===== config.mk =====
export PLATFORM = sky130hd
export DESIGN_NAME = dw_burst_slave
export DESIGN_NICKNAME = d
export VERILOG_FILES = /design/src/rtl/dw_burst_slave.sv
export SDC_FILE = /design/constraint.sdc
export NUM_CORES = 1
export LEC_CHECK = 0
export ABC_CLOCK_PERIOD_IN_PS = 2150
export BUFFER_PORTS_ARGS = -buffer_cell sky130_fd_sc_hd__clkbuf_2
export CORE_MARGIN = 8
export CORE_UTILIZATION = 25
export CTS_CLUSTER_DIAMETER = 80
export CTS_CLUSTER_SIZE = 24
export DETAILED_ROUTE_END_ITERATION = 10
export GPL_TIMING_DRIVEN = 0
export PLACE_DENSITY_LB_ADDON = 0.08
export SYNTH_ARGS = -nofsm -noshare
export SYNTH_HDL_FRONTEND = slang
export SYNTH_SLANG_ARGS = --single-unit

===== constraint.sdc =====
create_clock -name clk -period 2.15 [get_ports clk]
set_input_delay 0.1075 -clock clk [delete_from_list [all_inputs] [get_ports clk]]
set_output_delay 0.1075 -clock clk [all_outputs]
set_load 0.03 [all_outputs]

===== src/rtl/dw_burst_slave.sv =====
module dw_burst_slave #(
  parameter int DW    = 32,
  parameter int CNT_W = 16
) (
  input  logic             clk,
  input  logic             rst_n,
  input  logic             start,
  input  logic [CNT_W-1:0] start_count,
  input  logic             start_dir,
  input  logic             dma_ack,
  input  logic             bus_rdy,
  input  logic             io_rd,
  input  logic             io_wr,
  input  logic [DW-1:0]    bus_wdata,
  output logic [DW-1:0]    bus_rdata,
  output logic             dma_req,
  output logic             busy,
  output logic             strobe_err,
  input  logic             fifo_space,
  output logic             fifo_push,
  output logic [DW-1:0]    fifo_wdata,
  input  logic             fifo_avail,
  output logic             fifo_pop,
  input  logic [DW-1:0]    fifo_rdata
);

  localparam logic [CNT_W-1:0] ONE = CNT_W'(1);

  logic             busy_q, dir_q, err_q;
  logic [CNT_W-1:0] left_q;

  wire fifo_ok = dir_q ? fifo_avail : fifo_space;
  wire xfer    = busy_q & dma_ack & bus_rdy & fifo_ok;
  wire accept  = start & ~busy_q & (start_count != '0);
  wire strobe  = busy_q & dma_ack & (io_rd | io_wr);

  always_ff @(posedge clk or negedge rst_n) begin
    if (!rst_n) begin
      busy_q <= 1'b0;
      dir_q  <= 1'b0;
      err_q  <= 1'b0;
      left_q <= '0;
    end else begin
      if (accept) begin
        busy_q <= 1'b1;
        dir_q  <= start_dir;
        left_q <= start_count;
        err_q  <= 1'b0;
      end else begin
        if (xfer) begin
          left_q <= left_q - ONE;
          if (left_q == ONE) busy_q <= 1'b0;
        end
        if (strobe) err_q <= 1'b1;
      end
    end
  end

  assign busy       = busy_q;
  assign strobe_err = err_q;
  assign dma_req    = busy_q & fifo_ok;
  assign fifo_push  = xfer & ~dir_q;
  assign fifo_pop   = xfer & dir_q;
  assign fifo_wdata = bus_wdata;
  assign bus_rdata  = (busy_q & dir_q) ? fifo_rdata : '0;

endmodule



After elaboration in Yosys (flattened, before gate mapping)
Cells that the tools add are included.
{"block": "totals", "out_inout_bits": 69, "regBits": 19, "word_cells": 33}
{"block": "op_classes", "eq_ne": 1, "bitwise": 13, "mux": 9, "addsub": 1, "reduce_logical": 5}
{"cell": "$mux W16", "n": 2}
{"cell": "$mux W32", "n": 1}
{"cell": "$eq A16 B1 Y1 const B", "n": 1}
{"cell": "$reduce_bool A16 Y1", "n": 1}
{"cell": "$sub A16 B1 Y16 const B", "n": 1}
{"cell": "$and A1 B1 Y1", "n": 10}
{"cell": "$mux W1", "n": 6}
{"cell": "$reduce_bool A2 Y1", "n": 3}
{"cell": "$not A1 Y1", "n": 2}
{"cell": "$reduce_and A2 Y1", "n": 1}
{"cell": "$or A1 B1 Y1", "n": 1}

Logic depth before layout (Yosys ltp)
Gate-level depths: netlist of run 1.
{"block": "logic_depth", "ltp_word": 5, "depth_mapped": 8, "depth_no_buf": 7}

Least setup slack after synthesis of run 1
OpenSTA, ideal clock, no wires.
{"block": "synth_timing", "path_kind": "reg2out", "start": "reg busy_q (netlist: busy)", "end": "out dma_req", "n_path_buf": 2, "required_time_ns": 2.043, "t_arrival_ns": 1.496, "path_slack_ns": 0.547, "stages_incl_launch_ff": 4, "path_cell_list": "dfrtp_1 > clkbuf_1 > clkbuf_1 > nor2b_1"}
{"block": "synth_between", "elab_chain_cells": 1}
{"element": "start: declaration", "line": "29", "text": "logic busy_q, dir_q, err_q;"}
{"element": "start signal: assignment", "line": "39", "text": "busy_q <= 1'b0;"}
{"element": "start signal: assignment", "line": "45", "text": "busy_q <= 1'b1;"}
{"element": "start signal: assignment", "line": "52", "text": "if (left_q == ONE) busy_q <= 1'b0;"}
{"element": "$and A1 B1 Y1", "line": "61", "text": "assign dma_req = busy_q & fifo_ok;"}
{"element": "end: declaration", "line": "16", "text": "output logic dma_req,"}
No other way between the ends.

Final worst setup path of run 1
{"block": "layout_timing", "start": "reg left_q[0]", "end": "reg left_q[12]"}
{"block": "layout_between", "elab_chain_cells": 3}
{"element": "start: declaration", "line": "30", "text": "logic [CNT_W-1:0] left_q;"}
{"element": "start signal: assignment", "line": "47", "text": "left_q <= start_count;"}
{"element": "start signal: assignment", "line": "51", "text": "left_q <= left_q - ONE;"}
{"element": "$sub A16 B1 Y16", "line": "51"}
{"element": "$mux W16", "line": "50", "text": "if (xfer) begin"}
{"element": "$mux W16", "line": "44", "text": "if (accept) begin"}
No other way between the ends. The select of a mux whose other input is x is not followed.
A chain may end at the register's enable or synchronous reset.

==> impl_metrics.env, run 1 <==
export IMPL_routed_wl_um=6360
export IMPL_synth_top_area_share_pct=28.3
export IMPL_cts_tree="done"
export IMPL_ctsLongestPathBuffers=2
export IMPL_cts_resized=0
export IMPL_path_class="reg2reg"
export IMPL_status="complete, no violations"
export IMPL_power_switching_mw=1.38
export IMPL_firstDrtPassIters=5
export IMPL_die_h_um=98.0
export IMPL_ys_warn_count=0
export IMPL_viasPerCell=4.67
export IMPL_tightest_slew_ns=0.519
export IMPL_insertion_delay_ns=0.26
export IMPL_cts_setup_buffers=0
export IMPL_core_um2=6640
export IMPL_die_w_um=98.0
export IMPL_syn_num_nets=298
export IMPL_synth_area_leader_cell="dfrtp_1"
export IMPL_placed_cells_incl_taps=412
export IMPL_avgSynthCellArea_um2=8.16
export IMPL_ys_types=40
export IMPL_cts_buffers=3
export IMPL_p_per_area_nw_per_um2=1060
export IMPL_cp_max_fo=6
export IMPL_async_flop_share_pct=100
export IMPL_portBuffers=126
export IMPL_peakVddDrop_mv=0.322
export IMPL_clkTransAtPathRegs_ns=0.08
export IMPL_num_vias=1947
export IMPL_ys_top_cells_by_count="buf_4 (35), and3_1 (32), dfrtp_1 (19)"
export IMPL_arrival_ns=2.02
export IMPL_grt_ovfl_total=0
export IMPL_cp_start_kind="register"
export IMPL_synth_flop_cell="dfrtp_1"
export IMPL_synth_ff_latch_count=19
export IMPL_final_layout_size_suffix_gt1_share_pct=52.5
export IMPL_final_setup_viol_count=0
export IMPL_syn_inst=206
export IMPL_std_cell_rows=30
export IMPL_route_detailed_drc=0
export IMPL_dp_hpwl_um=5330
export IMPL_gp_congestion=0.831
export IMPL_synth_compound_area_share_pct=15.5
export IMPL_antenna_found_initial=0
export IMPL_grt_pass1_wl_um=10100
export IMPL_hold_viol=0
export IMPL_clock_skew_ns=0.00486
export IMPL_synth_xor_area_share_pct=1.04
export IMPL_fin_cells=417
export IMPL_synth_fa_ha_area_share_pct=1.49
export IMPL_maxSlewHeadroom_pct=65.4
export IMPL_cap_violations=0
export IMPL_synth_yosys_seq_area_share_pct=28.3
export IMPL_area_growth_pct=46.8
export IMPL_clock_fmax_mhz=544
export IMPL_rsz0062_at_grt="no"
export IMPL_yosys_mux_area_fraction_pct=1.27
export IMPL_internal_power_mw=1.23
export IMPL_first_global_vias=1925
export IMPL_period_needed_ns=1.84
export IMPL_crit_path_end_kind="register"
export IMPL_floorplan_die_area_um2=9600
export IMPL_synth_area_top_cells="dfrtp_1 (28%), buf_4 (16%), and3_1 (12%)"
export IMPL_cts_htree_levels=1
export IMPL_synth_edff_count=0
export IMPL_nets=430
export IMPL_initial_core_util_pct=25.3
export IMPL_ios=159
export IMPL_slew_violations=0
export IMPL_wire_per_inst_um=15.3
export IMPL_root_buffer="clkbuf_8"
export IMPL_switching_share_pct=52.8
export IMPL_pwr_share_seq_pct=26.0
export IMPL_pwr_share_clk_pct=9.8
export IMPL_grt_max_degree=20
export IMPL_p_comb_share_pct=64.1
export IMPL_postCtsHoldBufs=1
export IMPL_synth_area_um2=1680
export IMPL_drtAntennaViolNets=0
export IMPL_synth_top_family_by_area="simple AND/OR/NAND/NOR gates"
export IMPL_drtIter0Drc=70
export IMPL_worstPathRequired_ns=2.33
export IMPL_power_leakage_nw=1.42
export IMPL_hold_path_class="in2reg"
export IMPL_yosysMostFrequentCell="buf_4"
export IMPL_period_share_pct=85.5
export IMPL_track_usage_pct=12.7
export IMPL_num_antenna_cells=0
export IMPL_tns_ns=0
export IMPL_cts_sinks=19
export IMPL_synth_simple_area_share_pct=32.2
-- cell families after synthesis --
logic type | count (synthesis)
adder cells (fa/ha/maj) | 2
buffers and inverters | 51
flip-flops | 19
AO/OA/AOI/OAI | 41
AND/OR/NAND/NOR | 89
multiplexers | 2
XOR/XNOR | 2
-- state kept, by name, summed over array words and instances, names as in the netlist --
signal / flops
busy: 1
dir_q: 1
left_q: 16
strobe_err: 1
-- layout make-up --
| type | count | area, µm² |
|---|---|---|
| fillers | 728 | 4180 |
| plain buffers | 45 | 317 |
| well taps | 80 | 100 |
| repair buffers | 127 | 641 |
| clock buffers | 4 | 45.0 |
| inverters | 6 | 22.5 |
| flip-flops and latches | 19 | 475 |
| multi-input cells | 136 | 866 |
-- cell usage in the layout (no fill, tap or decap), types with 3 or more instances in the layout --
cell type / count
a22oi_1: 8
o21ai_0: 11
a32oi_1: 3
clkbuf_1: 8
nor2_1: 12
dfrtp_1: 19
and3_1: 32
inv_1: 6
clkbuf_2: 126
clkbuf_8: 3
a21oi_1: 9
nand3_1: 6
nor4_1: 4
nor3_1: 3
o211ai_1: 3
nand2_1: 14
buf_4: 35
-- critical path, stage by stage (launching register included) --
cell	delay, ns
dfrtp_1	0.43
inv_1	0.13
ha_1	0.20
nor3b_2	0.42
and2_1	0.24
nand3_1	0.11
a2bb2oi_1	0.16
o21ai_0	0.07
-- metrics by stage --
| stage | setup slack, ns | area [µm²] | power (mW) | utilization [%] | hold WS [ns] |
|---|---|---|---|---|---|
| after floorplan | 0.547 | 1680 | 1.89 | - | -0.188 |
| after global placement | 0.342 | 2410 | 2.38 | 36.3 | 0.116 |
| after detailed placement | 0.346 | 2410 | 2.37 | 36.3 | 0.108 |
| after CTS | 0.327 | 2470 | 2.64 | 37.1 | 0.0735 |
| after global routing | 0.145 | 2470 | 2.81 | 37.1 | 0.0777 |
| final | 0.312 | 2470 | 2.61 | 37.1 | 0.0755 |
-- power groups by stage --
stage / clock [mW] / sequential, mW / combinational (mW)
finish: 0.257 / 0.680 / 1.68
global route: 0.287 / 0.710 / 1.82
CTS: 0.267 / 0.681 / 1.69
detailed placement: 0 / 0.684 / 1.69
global placement: 0 / 0.684 / 1.70
floorplan: 0 / 0.665 / 1.23
-- per-layer routing --
metal  share of wire [%]  GRT usage (%)  vias up  wire length [µm]
met5                   0              0        -                 0
met4                0.30           1.44        0                19
met3                 8.8           4.69        2               561
met2                  51           22.8       92              3270
met1                  39           14.1      884              2510
li1                    -              -      969                 -
-- worst paths after layout --
path | startpoint | endpoint | slack (ns) | cells past startpoint
setup / recovery | left_q[0] | left_q[12] | 0.31 | 7
hold / removal | start_count[6] | left_q[6] | 0.08 | 3
setup reg to reg | left_q[0] | left_q[12] | 0.31 | 7
hold reg to reg | strobe_err | strobe_err | 0.52 | 2
max in group asynchronous | rst_n | left_q[2] | 1.45 | 2
min in group asynchronous | rst_n | left_q[9] | 0.35 | 2
No activity file was read; power rests on OpenSTA's default activity.
==> run 2, diff against run 1 <==
--- a/config.mk
+++ b/config.mk
@@ -7,7 +7,8 @@
 export LEC_CHECK = 0
 export ABC_CLOCK_PERIOD_IN_PS = 2150
 export BUFFER_PORTS_ARGS = -buffer_cell sky130_fd_sc_hd__clkbuf_2
-export CORE_MARGIN = 8
+export CAP_MARGIN = 20
+export CORE_MARGIN = 2
 export CORE_UTILIZATION = 25
 export CTS_CLUSTER_DIAMETER = 80
 export CTS_CLUSTER_SIZE = 24
==> constraint.sdc (replaced) <==
create_clock -name clk -period 2.15 [get_ports clk]
set_input_delay 0.43 -clock clk [delete_from_list [all_inputs] [get_ports clk]]
set_output_delay 0.43 -clock clk [all_outputs]
set_load 0.03 [all_outputs]
==> run 2 against run 1 <==
Effect of this change: clock power about the same; sequential power up 0.7%; design area is 0.66% lower; combinational power barely moved; register-to-register slack worse by 0.04 ns; power barely moved; worst setup slack got worse by 0.16 ns; flip-flop and latch count unchanged.
==> impl_metrics.env, run 2 (synthesis gave the netlist of run 1 again) <==
export IMPL_cpMaxStageDelayCell="dfrtp_1"
export IMPL_fin_util_pct=38.1
export IMPL_layout_common_cells="clkbuf_2 (127), buf_4 (35), and3_1 (32)"
export IMPL_drtIter0Drc=73
export IMPL_slew_violations=0
export IMPL_final_common_cell="clkbuf_2"
export IMPL_hold_path_class="in2async"
export IMPL_grt_ovfl_total=0
export IMPL_ios=159
export IMPL_std_cell_rows=29
export IMPL_gp_congestion=0.806
export IMPL_dp_hpwl_um=4640
export IMPL_cts_tree="done"
export IMPL_pwr_share_clk_pct=10.0
export IMPL_root_buffer="clkbuf_8"
export IMPL_postCtsHoldBufs=0
export IMPL_cp_startpoint="busy"
export IMPL_die_h_um=86.0
export IMPL_wire_per_inst_um=14.0
export IMPL_crit_end="bus_rdata[17]"
export IMPL_die_w_um=86.0
export IMPL_hold_viol=0
export IMPL_maxSlewHeadroom_pct=65.1
export IMPL_drtAntennaViolNets=0
export IMPL_worstPathRequired_ns=1.72
export IMPL_cts_sinks=19
export IMPL_area_growth_pct=45.8
export IMPL_status="complete, no violations"
export IMPL_num_vias=1918
export IMPL_p_comb_share_pct=63.9
export IMPL_placed_cell_area_um2=2410
export IMPL_final_layout_size_suffix_gt1_share_pct=53.1
export IMPL_cp_start_kind="register"
export IMPL_r2r_start="busy"
export IMPL_tns_ns=0
export IMPL_total_power_mw=2.62
export IMPL_power_switching_mw=1.38
export IMPL_cp_cell_sequence="clkbuf_1, and3_1, clkbuf_2"
export IMPL_core_um2=6420
export IMPL_route_detailed_drc=0
export IMPL_cap_violations=0
export IMPL_tightest_slew_ns=0.519
export IMPL_arrival_ns=1.57
export IMPL_viasPerCell=4.66
export IMPL_grt_pass1_wl_um=8780
export IMPL_crit_path_end_kind="primary output"
export IMPL_final_setup_viol_count=0
export IMPL_clock_fmax_mhz=500
export IMPL_period_needed_ns=2.00
export IMPL_clkTransAtPathRegs_ns=0.08
export IMPL_ctsLongestPathBuffers=2
export IMPL_rr_endpoint="left_q[15]"
export IMPL_floorplan_die_area_um2=7390
export IMPL_clock_skew_ns=0.00464
export IMPL_antenna_found_initial=0
export IMPL_pwr_share_seq_pct=26.2
export IMPL_track_usage_pct=14.7
export IMPL_ff2ff_path_depth=6
export IMPL_cts_buffers=3
export IMPL_nets=428
export IMPL_cp_num_cells=3
export IMPL_num_antenna_cells=0
export IMPL_rsz0062_at_grt="no"
export IMPL_cts_htree_levels=1
export IMPL_first_global_vias=1736
export IMPL_p_per_area_nw_per_um2=1070
export IMPL_initial_core_util_pct=26.2
export IMPL_period_share_pct=92.9
export IMPL_cp_max_fo=13
export IMPL_routed_wl_um=5760
export IMPL_fin_hold_ws_ns=0.126
export IMPL_regMostFlops="left_q"
export IMPL_largest_register_ffs=16
export IMPL_switching_share_pct=52.9
export IMPL_rrSetupSlack_ns=0.27
export IMPL_portBuffers=126
export IMPL_firstDrtPassIters=4
export IMPL_worst_path_dominant_cell_family="flip-flops"
export IMPL_insertion_delay_ns=0.26
export IMPL_critical_path_max_stage_delay_ns=0.56
export IMPL_power_leakage_nw=1.41
export IMPL_path_class="reg2out"
export IMPL_grt_max_degree=20
export IMPL_peakVddDrop_mv=0.433
export IMPL_internal_power_mw=1.23
export IMPL_critPathBufInv=2
export IMPL_final_area_um2=2450
-- run 2: layout make-up --
cell class                 instances  area, µm²
buffer                            44        314
fill                             700       3970
sequential                        19        475
inverter                           6       22.5
tap                               77       96.3
multi-input combinational        136        866
timing repair buffer             126        631
clock buffer                       4       45.0
-- run 2: worst min-delay path by stage --
stage | endpoint | slack [ns] | from | depth (start not counted)
detailed placement | left_q[12] | 0.43 | rst_n | 1
CTS | left_q[15] | 0.15 | rst_n | 1
global placement | left_q[12] | 0.44 | rst_n | 1
global route | left_q[9] | 0.17 | rst_n | 1
finish | left_q[12] | 0.13 | rst_n | 1
floorplan | busy | 0.13 | rst_n | 0
-- run 2: routing by layer --
metal | track usage, % | share of wire, % | vias to the layer above
met4 | 2.02 | 0.94 | 0
li1 | - | - | 958
met2 | 25.6 | 49 | 78
met5 | 0 | 0 | -
met3 | 2.89 | 6.3 | 6
met1 | 19.1 | 43 | 876
-- run 2: worst reg2reg max path, delay by kind of cell (launching register included) --
kind                   cells  cell delay [ns]
AND/OR/NAND/NOR            3             0.80
flip-flops                 1             0.56
AO/OA/AOI/OAI              2             0.23
buffers and inverters      1             0.18
-- run 2: repair_timing --
action                                 CTS  global route
gates resized for setup                  1             0
setup buffers                            0             0
setup endpoints to repair                9             0
endpoints found under the hold margin    0             0
-- run 2: per-stage QoR --
| stage | std cells | setup slack (ns) |
|---|---|---|
| 2_1_floorplan | 206 | 0.224 |
| 3_3_place_gp | 409 | 0.243 |
| 3_5_place_dp | 409 | 0.259 |
| 4_1_cts | 412 | 0.153 |
| 5_1_grt | 412 | 0.0293 |
| 6_report | 412 | 0.152 |
-- run 2: power by group through the flow --
stage	logic [mW]	registers, mW	clock network, mW
after floorplan	1.23	0.665	0
after global placement	1.68	0.683	0
after detailed placement	1.68	0.682	0
after CTS	1.68	0.682	0.268
after global routing	1.83	0.706	0.281
final	1.67	0.685	0.260
==> run 3, diff against run 2 <==
--- a/config.mk
+++ b/config.mk
@@ -5,6 +5,7 @@
 export SDC_FILE = /design/constraint.sdc
 export NUM_CORES = 1
 export LEC_CHECK = 0
+export ABC_AREA = 1
 export ABC_CLOCK_PERIOD_IN_PS = 2150
 export BUFFER_PORTS_ARGS = -buffer_cell sky130_fd_sc_hd__clkbuf_2
 export CAP_MARGIN = 20
==> run 3 against run 2 <==
Effect of this change: combinational power rose by 7%; global-route usage fell by 0.33 points; sequential power rose by 2%; non-clock buffer count fell by 2; worst setup slack improved by 0.035 ns; worst hold slack improved by 0.0088 ns; design area rose by 10%; flip-flop and latch count did not move; sequential share of layout area fell by 1.7 points; critical endpoint is now bus_rdata[15]; largest power group unchanged.
==> impl_metrics.env, run 3 <==
export IMPL_cap_violations=0
export IMPL_route_detailed_drc=0
export IMPL_firstDrtPassIters=4
export IMPL_r2r_start="left_q[0]"
export IMPL_num_vias=2214
export IMPL_peakVddDrop_mv=0.317
export IMPL_root_buffer="clkbuf_8"
export IMPL_synth_yosys_seq_area_share_pct=25.2
export IMPL_area_growth_pct=42.8
export IMPL_async_flop_share_pct=100
export IMPL_syn_inst=315
export IMPL_syn_num_nets=407
export IMPL_floorplan_die_area_um2=8270
export IMPL_fin_cells=545
export IMPL_synth_edff_count=0
export IMPL_ys_top_cells_by_count="nor2_1 (67), nand3_1 (64), inv_1 (54)"
export IMPL_placed_cells_incl_taps=540
export IMPL_total_power_mw=2.74
export IMPL_synth_area_um2=1890
export IMPL_avgSynthCellArea_um2=6.00
export IMPL_cts_htree_levels=1
export IMPL_ys_types=23
export IMPL_crit_path_end_kind="primary output"
export IMPL_hold_path_class="in2async"
export IMPL_tightest_slew_ns=0.532
export IMPL_ff2ff_path_depth=7
export IMPL_routed_wl_um=5980
export IMPL_rsz0062_at_grt="no"
export IMPL_grt_max_degree=20
export IMPL_portBuffers=126
export IMPL_cp_startpoint="busy"
export IMPL_cp_cell_sequence="nand2_1, clkbuf_1, nor2_1, clkbuf_2"
export IMPL_cpMaxStageDelayCell="dfrtp_2"
export IMPL_p_per_area_nw_per_um2=1010
export IMPL_final_common_cell="clkbuf_2"
export IMPL_maxSlewHeadroom_pct=64.5
export IMPL_cp_num_cells=4
export IMPL_cp_start_kind="register"
export IMPL_clkTransAtPathRegs_ns=0.08
export IMPL_core_um2=7290
export IMPL_wire_per_inst_um=11.0
export IMPL_die_w_um=90.9
export IMPL_track_usage_pct=14.3
export IMPL_insertion_delay_ns=0.26
export IMPL_synth_area_top_cells="dfrtp_1 (25%), nand3_1 (17%), buf_4 (14%)"
export IMPL_arrival_ns=1.53
export IMPL_ctsLongestPathBuffers=2
export IMPL_nets=539
export IMPL_critPathBufInv=2
export IMPL_synth_area_leader_cell="dfrtp_1"
export IMPL_cts_buffers=3
export IMPL_layout_common_cells="clkbuf_2 (126), nor2_1 (67), nand3_1 (64)"
export IMPL_gp_congestion=0.827
export IMPL_worst_path_dominant_cell_family="buffers and inverters"
export IMPL_yosysMostFrequentCell="nor2_1"
export IMPL_std_cell_rows=31
export IMPL_die_h_um=90.9
export IMPL_synth_top_area_share_pct=25.2
export IMPL_first_global_vias=2092
export IMPL_clock_fmax_mhz=509
export IMPL_period_needed_ns=1.96
export IMPL_critical_path_max_stage_delay_ns=0.46
export IMPL_worstPathRequired_ns=1.72
export IMPL_ys_warn_count=0
export IMPL_status="complete, no violations"
export IMPL_hold_viol=0
export IMPL_grt_ovfl_total=0
export IMPL_cts_sinks=19
export IMPL_viasPerCell=4.06
export IMPL_path_class="reg2out"
export IMPL_tns_ns=0
export IMPL_drtIter0Drc=67
export IMPL_ios=159
export IMPL_num_antenna_cells=0
export IMPL_cp_max_fo=10
export IMPL_synth_ff_latch_count=19
export IMPL_final_layout_size_suffix_gt1_share_pct=39.5
export IMPL_clock_skew_ns=0.00793
export IMPL_power_leakage_nw=1.68
export IMPL_antenna_found_initial=0
export IMPL_final_setup_viol_count=0
export IMPL_drtAntennaViolNets=0
export IMPL_slew_violations=0
export IMPL_grt_pass1_wl_um=9830
export IMPL_synth_flop_cell="dfrtp_1"
export IMPL_regMostFlops="left_q"
export IMPL_dp_hpwl_um=4990
export IMPL_cts_tree="done"
export IMPL_period_share_pct=91.3
export IMPL_largest_register_ffs=16
export IMPL_initial_core_util_pct=25.9
[run 3: metal layers]
metal	part of all wire (%)	GRT usage, %	vias up	wire length (µm)
met4	0.62	2.27	0	37
met2	51	27.8	83	3040
met3	7.7	3.07	4	460
met5	0	0	-	0
li1	-	-	1191	-
met1	41	16.1	936	2440
[run 3: cell families (layout without fill, tap and decap cells)]
family	Yosys count	in the layout	synth area share [%]
fa+ha+maj	2	2	1.32
buf+inv	96	227	26.5
flops	19	19	25.2
simple gates	187	187	42.9
xor+xnor	4	4	1.85
compound gates	7	7	2.25
[run 3: area by class of cell]
type	count	area (µm²)
repair buffers	127	638
flip-flops and latches	19	477
well taps	99	124
inverters	55	206
fillers	821	4590
plain buffers	41	294
multi-input cells	200	913
clock buffers	4	45.0
[run 3: repair_timing]
item / 4_1_cts / 5_1_grt
setup buffers: 0 / 1
hold buffers: 0 / 0
endpoints found under the hold margin: 0 / 0
gates resized for setup: 0 / 1
setup endpoints to repair: 0 / 7
[run 3: worst paths after layout]
kind                                  to  slack [ns]
setup / recovery           bus_rdata[15]        0.19
hold / removal                left_q[11]        0.14
setup reg to reg              left_q[10]        0.58
hold reg to reg               strobe_err        0.49
max in group asynchronous           busy        1.62
min in group clk               left_q[0]        0.41
[run 3: power by group]
part,internal (mW),switching (mW),leakage (nW)
combinational,0.581,1.20,1.42
clock,0.132,0.124,0.0228
sequential,0.516,0.186,0.233
[run 3: metrics by stage]
stage                     util [%]  hold WS [ns]  area, µm²  worst slack (ns)
final                         37.0         0.135       2700             0.186
after global routing          37.0         0.171       2700            0.0390
after CTS                     36.9         0.148       2690            0.0157
after detailed placement      36.3         0.433       2640             0.265
after global placement        36.3         0.434       2640             0.297
after floorplan                  -         0.134       1890             0.202
[run 3: worst reg2reg max path, cell delays in order, from the launching register on]
cell     delay (ns)
dfrtp_1        0.40
inv_1          0.10
ha_1           0.19
nand3_1        0.18
nor2_1         0.30
nand3_1        0.11
nand3_1        0.11
nand3_1        0.07
